### src/rtl/gpio_bank_pkg.sv
package gpio_bank_pkg;
  localparam int LANE_W = 8;
  localparam int TYPE_W = 3 * LANE_W;

  typedef enum logic [2:0] {
    REG_OWN    = 3'd0,
    REG_DRVEN  = 3'd1,
    REG_DRVVAL = 3'd2,
    REG_SAMPLE = 3'd3,
    REG_PEND   = 3'd4,
    REG_ARM    = 3'd5,
    REG_TRIG   = 3'd6,
    REG_ACK    = 3'd7
  } gpio_reg_e;

  // selected bits take the new value, the others keep the old one
  function automatic logic [LANE_W-1:0] lane_merge(input logic [LANE_W-1:0] old_v,
                                                   input logic [LANE_W-1:0] sel,
                                                   input logic [LANE_W-1:0] val);
    return (old_v & ~sel) | (val & sel);
  endfunction
endpackage

### src/rtl/gpio_sync2.sv
module gpio_sync2 #(
  parameter int W = 8
) (
  input  logic         clk,
  input  logic         rst_n,
  input  logic [W-1:0] async_i,
  output logic [W-1:0] sync_o
);
  logic [W-1:0] meta_q;

  always_ff @(posedge clk or negedge rst_n) begin
    if (!rst_n) begin
      meta_q <= '0;
      sync_o <= '0;
    end else begin
      meta_q <= async_i;
      sync_o <= meta_q;
    end
  end
endmodule

### src/rtl/gpio_port.sv
module gpio_port
  import gpio_bank_pkg::*;
(
  input  logic              clk,
  input  logic              rst_n,
  input  logic [LANE_W-1:0] pin_s,
  input  logic              wr_en,
  input  logic              wr_alias,
  input  gpio_reg_e         wr_reg,
  input  logic [TYPE_W-1:0] wdata,
  output logic [LANE_W-1:0] own_q,
  output logic [LANE_W-1:0] drv_en_q,
  output logic [LANE_W-1:0] drv_val_q,
  output logic [LANE_W-1:0] arm_q,
  output logic [LANE_W-1:0] pend_q,
  output logic [TYPE_W-1:0] trig_q
);
  logic [LANE_W-1:0] sel, val, prev_q, hit, pend_base;

  assign sel = wdata[2*LANE_W-1:LANE_W];
  assign val = wdata[LANE_W-1:0];

  // per-pin detector: lane 0 polarity, lane 1 edge mode, lane 2 both edges
  always_comb begin
    for (int i = 0; i < LANE_W; i++) begin
      logic pol, edg, bth, rise, fall;
      pol  = trig_q[i];
      edg  = trig_q[i+LANE_W];
      bth  = trig_q[i+2*LANE_W];
      rise = pin_s[i] & ~prev_q[i];
      fall = ~pin_s[i] & prev_q[i];
      if (edg) hit[i] = bth ? (rise | fall) : (pol ? rise : fall);
      else     hit[i] = pol ? pin_s[i] : ~pin_s[i];
    end
  end

  // software update of status first, detection ORed on top so events win
  always_comb begin
    pend_base = pend_q;
    if (wr_en && wr_reg == REG_PEND)
      pend_base = wr_alias ? lane_merge(pend_q, sel, val) : val;
    else if (wr_en && !wr_alias && wr_reg == REG_ACK)
      pend_base = pend_q & ~val;
  end

  always_ff @(posedge clk or negedge rst_n) begin
    if (!rst_n) begin
      own_q     <= '0;
      drv_en_q  <= '0;
      drv_val_q <= '0;
      arm_q     <= '0;
      trig_q    <= '0;
      pend_q    <= '0;
      prev_q    <= '0;
    end else begin
      prev_q <= pin_s;
      pend_q <= pend_base | hit;
      if (wr_en) begin
        case (wr_reg)
          REG_OWN:    own_q     <= wr_alias ? lane_merge(own_q, sel, val) : val;
          REG_DRVEN:  drv_en_q  <= wr_alias ? lane_merge(drv_en_q, sel, val) : val;
          REG_DRVVAL: drv_val_q <= wr_alias ? lane_merge(drv_val_q, sel, val) : val;
          REG_ARM:    arm_q     <= wr_alias ? lane_merge(arm_q, sel, val) : val;
          REG_TRIG:   trig_q    <= wr_alias
                                   ? {trig_q[TYPE_W-1:LANE_W], lane_merge(trig_q[LANE_W-1:0], sel, val)}
                                   : wdata;
          default: ;
        endcase
      end
    end
  end


  hit_sets_chk: assert property (@(posedge clk) disable iff (!rst_n)
    (hit != '0) |=> ((pend_q & $past(hit)) == $past(hit)));


  ack_clears_chk: assert property (@(posedge clk) disable iff (!rst_n)
    (wr_en && !wr_alias && wr_reg == REG_ACK) |=> ((pend_q & $past(val & ~hit)) == '0));


  alias_keep_chk: assert property (@(posedge clk) disable iff (!rst_n)
    (wr_en && wr_alias && wr_reg == REG_OWN) |=> (((own_q ^ $past(own_q)) & ~$past(sel)) == '0));
endmodule

### src/rtl/gpio_bank_masked.sv
module gpio_bank_masked
  import gpio_bank_pkg::*;
#(
  parameter int NPORT = 4,
  parameter int AW    = 12
) (
  input  logic                    clk,
  input  logic                    rst_n,
  input  logic [AW-1:0]           bus_addr,
  input  logic                    bus_we,
  input  logic [31:0]             bus_wdata,
  output logic [31:0]             bus_rdata,
  input  logic [NPORT*LANE_W-1:0] pad_in,
  output logic [NPORT*LANE_W-1:0] pad_own,
  output logic [NPORT*LANE_W-1:0] pad_oe,
  output logic [NPORT*LANE_W-1:0] pad_out,
  output logic                    bank_irq
);
  localparam int PSEL_W = 2;
  localparam int NPIN   = NPORT * LANE_W;

  logic [NPIN-1:0]   pin_s;
  logic              alias_sel, addr_ok;
  logic [PSEL_W-1:0] port_idx;
  gpio_reg_e         reg_idx;
  logic [LANE_W-1:0] own_a [NPORT];
  logic [LANE_W-1:0] den_a [NPORT];
  logic [LANE_W-1:0] dval_a[NPORT];
  logic [LANE_W-1:0] arm_a [NPORT];
  logic [LANE_W-1:0] pend_a[NPORT];
  logic [TYPE_W-1:0] trig_a[NPORT];
  logic [NPORT-1:0]  port_irq, port_armed;
  logic [3:0]        unused_bits;

  assign unused_bits = {bus_addr[1:0], ^bus_wdata[31:TYPE_W], 1'b0};
  assign alias_sel   = bus_addr[AW-1];
  assign addr_ok     = (bus_addr[AW-2:7] == '0) && (int'(bus_addr[3:2]) < NPORT);
  assign port_idx    = bus_addr[3:2];
  assign reg_idx     = gpio_reg_e'(bus_addr[6:4]);

  gpio_sync2 #(.W(NPIN)) u_sync (
    .clk(clk), .rst_n(rst_n), .async_i(pad_in), .sync_o(pin_s)
  );

  for (genvar g = 0; g < NPORT; g++) begin : g_port
    gpio_port u_port (
      .clk      (clk),
      .rst_n    (rst_n),
      .pin_s    (pin_s[g*LANE_W +: LANE_W]),
      .wr_en    (bus_we && addr_ok && (port_idx == PSEL_W'(g))),
      .wr_alias (alias_sel),
      .wr_reg   (reg_idx),
      .wdata    (bus_wdata[TYPE_W-1:0]),
      .own_q    (own_a[g]),
      .drv_en_q (den_a[g]),
      .drv_val_q(dval_a[g]),
      .arm_q    (arm_a[g]),
      .pend_q   (pend_a[g]),
      .trig_q   (trig_a[g])
    );
    assign pad_own[g*LANE_W +: LANE_W] = own_a[g];
    assign pad_oe [g*LANE_W +: LANE_W] = own_a[g] & den_a[g];
    assign pad_out[g*LANE_W +: LANE_W] = dval_a[g];
    assign port_irq[g]   = |(pend_a[g] & arm_a[g]);
    assign port_armed[g] = |arm_a[g];
  end

  assign bank_irq = |port_irq;

  always_comb begin
    bus_rdata = '0;
    if (addr_ok) begin
      case (reg_idx)
        REG_OWN:    bus_rdata = 32'(own_a[port_idx]);
        REG_DRVEN:  bus_rdata = 32'(den_a[port_idx]);
        REG_DRVVAL: bus_rdata = 32'(dval_a[port_idx]);
        REG_SAMPLE: bus_rdata = 32'(pin_s[port_idx*LANE_W +: LANE_W]);
        REG_PEND:   bus_rdata = 32'(pend_a[port_idx]);
        REG_ARM:    bus_rdata = 32'(arm_a[port_idx]);
        REG_TRIG:   bus_rdata = 32'(trig_a[port_idx]);
        default:    bus_rdata = '0;
      endcase
    end
  end


  irq_needs_arm_chk: assert property (@(posedge clk) disable iff (!rst_n)
    bank_irq |-> (|port_armed));


  oe_follows_own_chk: assert property (@(posedge clk) disable iff (!rst_n)
    $fell(|pad_own) |-> !(|pad_oe));
endmodule

### config.mk
export PLATFORM = sky130hd
export DESIGN_NAME = gpio_bank_masked
export DESIGN_NICKNAME = d
export VERILOG_FILES = /design/src/rtl/gpio_bank_pkg.sv /design/src/rtl/gpio_sync2.sv /design/src/rtl/gpio_port.sv /design/src/rtl/gpio_bank_masked.sv
export SDC_FILE = /design/constraint.sdc
export NUM_CORES = 1
export LEC_CHECK = 0
export BUFFER_PORTS_ARGS = -buffer_cell sky130_fd_sc_hd__buf_2
export CAP_MARGIN = 20
export CORE_ASPECT_RATIO = 0.9
export CORE_MARGIN = 2
export CORE_UTILIZATION = 50
export DETAILED_ROUTE_END_ITERATION = 8
export HOLD_SLACK_MARGIN = 0.03
export PLACE_DENSITY = 0.7
export RECOVER_POWER = 25
export SYNTH_ARGS = -nofsm -noshare
export SYNTH_HDL_FRONTEND = slang
export SYNTH_SLANG_ARGS = --single-unit
export TNS_END_PERCENT = 100
### constraint.sdc
create_clock -name clk -period 5.13 [get_ports clk]
set_input_delay 0.2565 -clock clk [delete_from_list [all_inputs] [get_ports clk]]
set_output_delay 0.2565 -clock clk [all_outputs]
set_load 0.01 [all_outputs]
==> results.sh, run 1 <==
export IMPL_row_count=66
export IMPL_ios=208
export IMPL_swShare_pct=24.1
export IMPL_synth_largest_area_cell="dfrtp_1"
export IMPL_dp_cells=2094
export IMPL_fin_tns_setup_ns=0
export IMPL_core_area_um2=36000
export IMPL_wirelength_um=52800
export IMPL_grt_usage_pct=28.0
export IMPL_areaGrowthSynthToFinish_pct=16.2
export IMPL_crit_path_end_kind="primary output"
export IMPL_syn_inst=1498
export IMPL_dp_slack_ns=1.77
export IMPL_cp_max_fo=35
export IMPL_path_buf_inv=3
export IMPL_clockBufferDepth=3
export IMPL_wl_per_cell_um=23.9
export IMPL_routed_via_density=6.10
export IMPL_setup_ws_ns=2.10
export IMPL_status="finished, violations left"
export IMPL_synth_top_area_share_pct=48.5
export IMPL_fin_crit_sh_pct=59.1
export IMPL_gr_usage_met2_pct=41.9
export IMPL_worstPathCellList="buf_4, buf_4, mux4_2, and4b_1, a221oi_1, nand4_1, buf_2"
export IMPL_vias=13400
export IMPL_place_hpwl_um=35600
export IMPL_setup_viol=0
export IMPL_comb_power_share_pct=7.9
export IMPL_holdWs_ns=0.0491
export IMPL_synth_seq_area_share_pct=48.5
export IMPL_power_mw=6.09
export IMPL_placed_cell_area_um2=19500
export IMPL_crit_arrival_ns=2.78
export IMPL_avgSynthCellArea_um2=12.1
export IMPL_slowest_delay_ns=0.61
export IMPL_leakage_nw=10.4
export IMPL_die_x_um=205
export IMPL_crit_path_top_delay_cell="mux4_2"
export IMPL_p_seq_share_pct=48.0
export IMPL_p_int_mw=4.62
export IMPL_cellPowerDensity_nw_per_um2=289
export IMPL_yosys_cell_types_count=48
export IMPL_ant_nets=0
export IMPL_postCtsSetupRepairBufs=0
export IMPL_grt_pass1_wl_um=80200
export IMPL_clockPowerShare_pct=44.1
export IMPL_cp_start_kind="input pin"
export IMPL_stdcell_area_um2=21100
export IMPL_finalClockSkew_ns=0.0107
export IMPL_drive_gt1_share_pct=32.2
export IMPL_antenna_found_initial=3
export IMPL_slew_headroom_pct=-64.2
export IMPL_failed_checks="max-capacitance violations, max-slew violations"
export IMPL_grt_max_degree=150
export IMPL_mostFrequentLayoutCells="dfrtp_1 (352), mux2_2 (233), nor2_1 (188)"
export IMPL_die_h_um=185
export IMPL_cts_sinks=352
export IMPL_worst_hold_path_type="in2reg"
export IMPL_path_class="in2out"
export IMPL_yosys_top_cells_area="dfrtp_1 (49%), mux2_2 (14%), mux4_2 (8.7%)"
export IMPL_gr_total_overflow=0
export IMPL_grt_pass1_vias=13300
export IMPL_cts_root_buf="clkbuf_16"
export IMPL_p_switching_mw=1.47
export IMPL_drt_first_pass_iters=5
export IMPL_place_congestion=0.929
export IMPL_rsz0062_at_grt="no"
export IMPL_grt_busiest_layer="met2"
export IMPL_slew_violations=92
export IMPL_critPathRequiredTime_ns=4.87
export IMPL_grt_util_met1_pct=40.1
export IMPL_fmax_mhz=330
export IMPL_cts_buffers_inserted=39
export IMPL_io_buffers=189
export IMPL_dr_first_iter_drc_count=1346
export IMPL_fin_util_pct=58.6
export IMPL_worst_pin_slew_ns=2.46
export IMPL_finalHoldViolCount=0
export IMPL_remaining_drc_errors=0
export IMPL_htree_levels=2
export IMPL_synth_flop_cell="dfrtp_1"
export IMPL_start_util_pct=50.4
export IMPL_fin_nets=1848
export IMPL_crit_family="buffers and inverters"
export IMPL_cts_tree="built"
export IMPL_peakVddDrop_mv=0.221
export IMPL_cp_common_cell="buf_4"
export IMPL_clock_latency_ns=0.53
export IMPL_yosys_warnings=0
export IMPL_die_area_um2=37900
export IMPL_syn_cell_area_um2=18200
export IMPL_grtUsageMet3_pct=6.02
export IMPL_synth_seq_cells=352
export IMPL_async_flop_share_pct=100
export IMPL_max_cap_violations=1
export IMPL_fin_cells=2203
export IMPL_path_clk_slew_ns=0.06
export IMPL_fin_crit_ns=3.03
export IMPL_final_common_cell="dfrtp_1"
export IMPL_synth_edf_count=0
[power groups by stage]
| stage | Clock [mW] | Combinational (mW) | Sequential (mW) |
|---|---|---|---|
| floorplan | 0 | 0.254 | 2.95 |
| global placement | 0 | 0.441 | 2.96 |
| detailed placement | 0 | 0.453 | 2.97 |
| CTS | 2.73 | 0.484 | 2.92 |
| global route | 2.84 | 0.528 | 2.93 |
| finish | 2.68 | 0.484 | 2.92 |
[final timing paths]
check | from | end | slack [ns] | cells past startpoint
min in group asynchronous | rst_n | async pin | 0.97 | 2
max reg2reg | u_sync.sync_o[31] | g_port[3].u_port.pend_q[7] | 3.49 | 6
max | bus_addr[2] | bus_rdata[4] | 2.10 | 7
max in group asynchronous | rst_n | u_sync.meta_q[18] | 2.39 | 3
min | bus_wdata[12] | g_port[1].u_port.trig_q[12] | 0.05 | 2
min reg2reg | u_sync.meta_q[19] | u_sync.sync_o[19] | 0.34 | 0
[synth_stat cells, types with 7 or more instances]
cell and number:
and2_1 42, nand3_1 7, o211ai_1 8, mux2_2 233, and3_1 20, o221ai_1 8
a21oi_1 40, a22oi_1 23, buf_2 13, clkbuf_1 64, nor2b_1 35, a221o_1 24
a211oi_1 24, o21bai_1 24, nand2_1 40, dfrtp_1 352, mux4_2 70, and4b_1 8
inv_1 65, ha_1 64, a221oi_1 7, nand4_1 42, buf_4 9, nor2_1 188
xor2_1 32
[area by class of cell]
class,count,area (um2)
Clock inverter,4,48.8
Clock buffer,56,1140
Tap cell,476,596
Inverter,65,244
Multi-Input combinational cell,992,8690
Timing Repair Buffer,255,1560
Sequential cell,352,8810
Fill cell,3005,14900
Antenna cell,3,7.51
[layer usage]
| metal | routed length (um) | share of wire (%) |
|---|---|---|
| met1 | 22200 | 42 |
| met2 | 23400 | 44 |
| met3 | 5180 | 9.8 |
| met4 | 1940 | 3.7 |
| met5 | 11 | 0.021 |
[logic make-up after synthesis]
logic type               share of synthesized area, %
flip-flops                                       48.5
multiplexers                                     23.4
AO/OA/AOI/OAI                                    6.89
buffers and inverters                            3.79
AND/OR/NAND/NOR                                  11.4
XOR/XNOR                                         1.54
adder cells (fa/ha/maj)                          4.41
other                                          0.0207
[what timing repair did]
item	in CTS	in global routing
endpoints found under the hold margin	172	0
hold buffers	46	0
resized for setup	0	0
No activity file was read; power rests on OpenSTA's default activity.
==> run 2, diff against run 1 <==
PLACE_DENSITY = 0.73   (was 0.7)
clock period = 2.59 ns   (was 5.13 ns; I/O delays follow)
==> results.sh, run 2 (synthesis gave the netlist of run 1 again) <==
export IMPL_antenna_found_initial=4
export IMPL_maxUsedRoutingLayer="met5"
export IMPL_mostFrequentLayoutCells="dfrtp_1 (348), mux2_2 (233), nor2_1 (188)"
export IMPL_routed_via_density=6.05
export IMPL_cellPowerDensity_nw_per_um2=568
export IMPL_slew_headroom_pct=3.00
export IMPL_worst_pin_slew_ns=1.45
export IMPL_start_util_pct=50.4
export IMPL_fin_crit_sh_pct=99.9
export IMPL_fin_util_pct=60.9
export IMPL_route_met2_wl_um=23700
export IMPL_power_mw=12.4
export IMPL_drive_gt1_share_pct=36.8
export IMPL_status="completed"
export IMPL_ios=208
export IMPL_row_count=66
export IMPL_drt_met1_wl_um=22200
export IMPL_io_buffers=189
export IMPL_vias=13900
export IMPL_holdWs_ns=0.178
export IMPL_path_class="reg2out"
export IMPL_n_fill_cell=2878
export IMPL_worstSetupEndpoint="bus_rdata[0]"
export IMPL_wl_per_cell_um=23.4
export IMPL_fin_crit_ns=2.59
export IMPL_cp_start_kind="flop"
export IMPL_clock_latency_ns=0.54
export IMPL_grt_pass1_vias=13800
export IMPL_peakVddDrop_mv=0.370
export IMPL_core_area_um2=36000
export IMPL_finalClockSkew_ns=0.00787
export IMPL_fin_nets=1927
export IMPL_clockPowerShare_pct=45.4
export IMPL_place_congestion=0.956
export IMPL_die_area_um2=37900
export IMPL_gr_total_overflow=0
export IMPL_htree_levels=2
export IMPL_fmax_mhz=387
export IMPL_cts_root_buf="clkbuf_16"
export IMPL_drt_first_pass_iters=8
export IMPL_hp_start="bus_wdata[0]"
export IMPL_setup_viol=0
export IMPL_grt_usage_pct=28.6
export IMPL_clockBufferDepth=3
export IMPL_multiInputGateArea_um2=8710
export IMPL_leakage_nw=10.9
export IMPL_path_clk_slew_ns=0.06
export IMPL_grt_pass1_wl_um=82100
export IMPL_place_hpwl_um=37800
export IMPL_ff2ff_path_depth=6
export IMPL_slew_violations=0
export IMPL_setup_ws_ns=0.00375
export IMPL_p_int_mw=9.44
export IMPL_final_common_cell="dfrtp_1"
export IMPL_p_switching_mw=3.01
export IMPL_ff2ff_setup_slack_ns=0.98
export IMPL_max_cap_violations=0
export IMPL_r2r_start="u_sync.sync_o[20]"
export IMPL_crit_arrival_ns=2.46
export IMPL_cts_sinks=352
export IMPL_die_h_um=185
export IMPL_register_area_um2=8810
export IMPL_dp_slack_ns=0.0550
export IMPL_worst_hold_path_type="in2reg"
export IMPL_areaGrowthSynthToFinish_pct=20.8
export IMPL_p_seq_share_pct=46.5
export IMPL_dr_wl_met3_um=5610
export IMPL_finalHoldViolCount=0
export IMPL_critPathRequiredTime_ns=2.46
export IMPL_cts_buffers_inserted=39
export IMPL_dr_first_iter_drc_count=1252
export IMPL_comb_power_share_pct=8.1
export IMPL_crit_path_end_kind="primary output"
export IMPL_cts_tree="built"
export IMPL_r2r_end="g_port[2].u_port.pend_q[4]"
export IMPL_grt_max_degree=99
export IMPL_cp_max_fo=5
export IMPL_remaining_drc_errors=0
export IMPL_swShare_pct=24.2
export IMPL_ant_nets=0
export IMPL_die_x_um=205
export IMPL_wirelength_um=53700
run 2: worst min-delay path by stage:
stage                            to  depth (start not counted)
final                          flop                          2
after global routing           flop                          2
after CTS                      flop                          2
after detailed placement  async pin                          1
after global placement    async pin                          1
after floorplan           async pin                          0
run 2: power by group through the flow:
stage,registers (mW),clock network [mW],logic [mW]
floorplan,5.85,0,0.504
global placement,5.87,0,0.922
detailed placement,5.88,0,0.950
global route,5.80,5.96,1.10
finish,5.79,5.65,1.01
CTS,5.78,5.73,1.01
run 2: through the flow:
step	TNS [ns]	instances	instance area [um2]
3_5_place_dp	0	2170	20200
2_1_floorplan	0	1505	18200
3_3_place_gp	0	2170	20200
4_1_cts	0	2290	21900
6_report	0	2292	21900
5_1_grt	-0.0155	2292	21900
run 2: final cells by class:
| class | instances | share of cell area (%) |
|---|---|---|
| flip-flops and latches | 352 | 40.2 |
| multi-input cells | 992 | 39.7 |
| repair buffers | 334 | 10.3 |
| clock buffers | 56 | 5.21 |
| well taps | 476 | 2.72 |
| inverters | 65 | 1.11 |
| clock inverters | 15 | 0.707 |
| diodes | 2 | 0.0228 |
run 2: worst max-delay path, stage by stage, from the launching register on:
cell and delay, ns:
dfrtp_2 0.45, mux4_2 0.53, and2_1 0.20, a221oi_2 0.24, nand4_1 0.27, buf_2 0.23
run 2: timing repair:
action	in CTS	in global routing
endpoints found under the hold margin	185	0
hold buffers	49	0
endpoints found under the setup margin	0	2
setup buffers	0	0
resized for setup	0	6
run 2: routing by layer:
| layer | up-vias | global-route usage [%] |
|---|---|---|
| li1 | 5957 | - |
| met1 | 6971 | 41.6 |
| met2 | 775 | 42.3 |
| met3 | 149 | 5.91 |
| met4 | 4 | 11.1 |
| met5 | - | 0 |
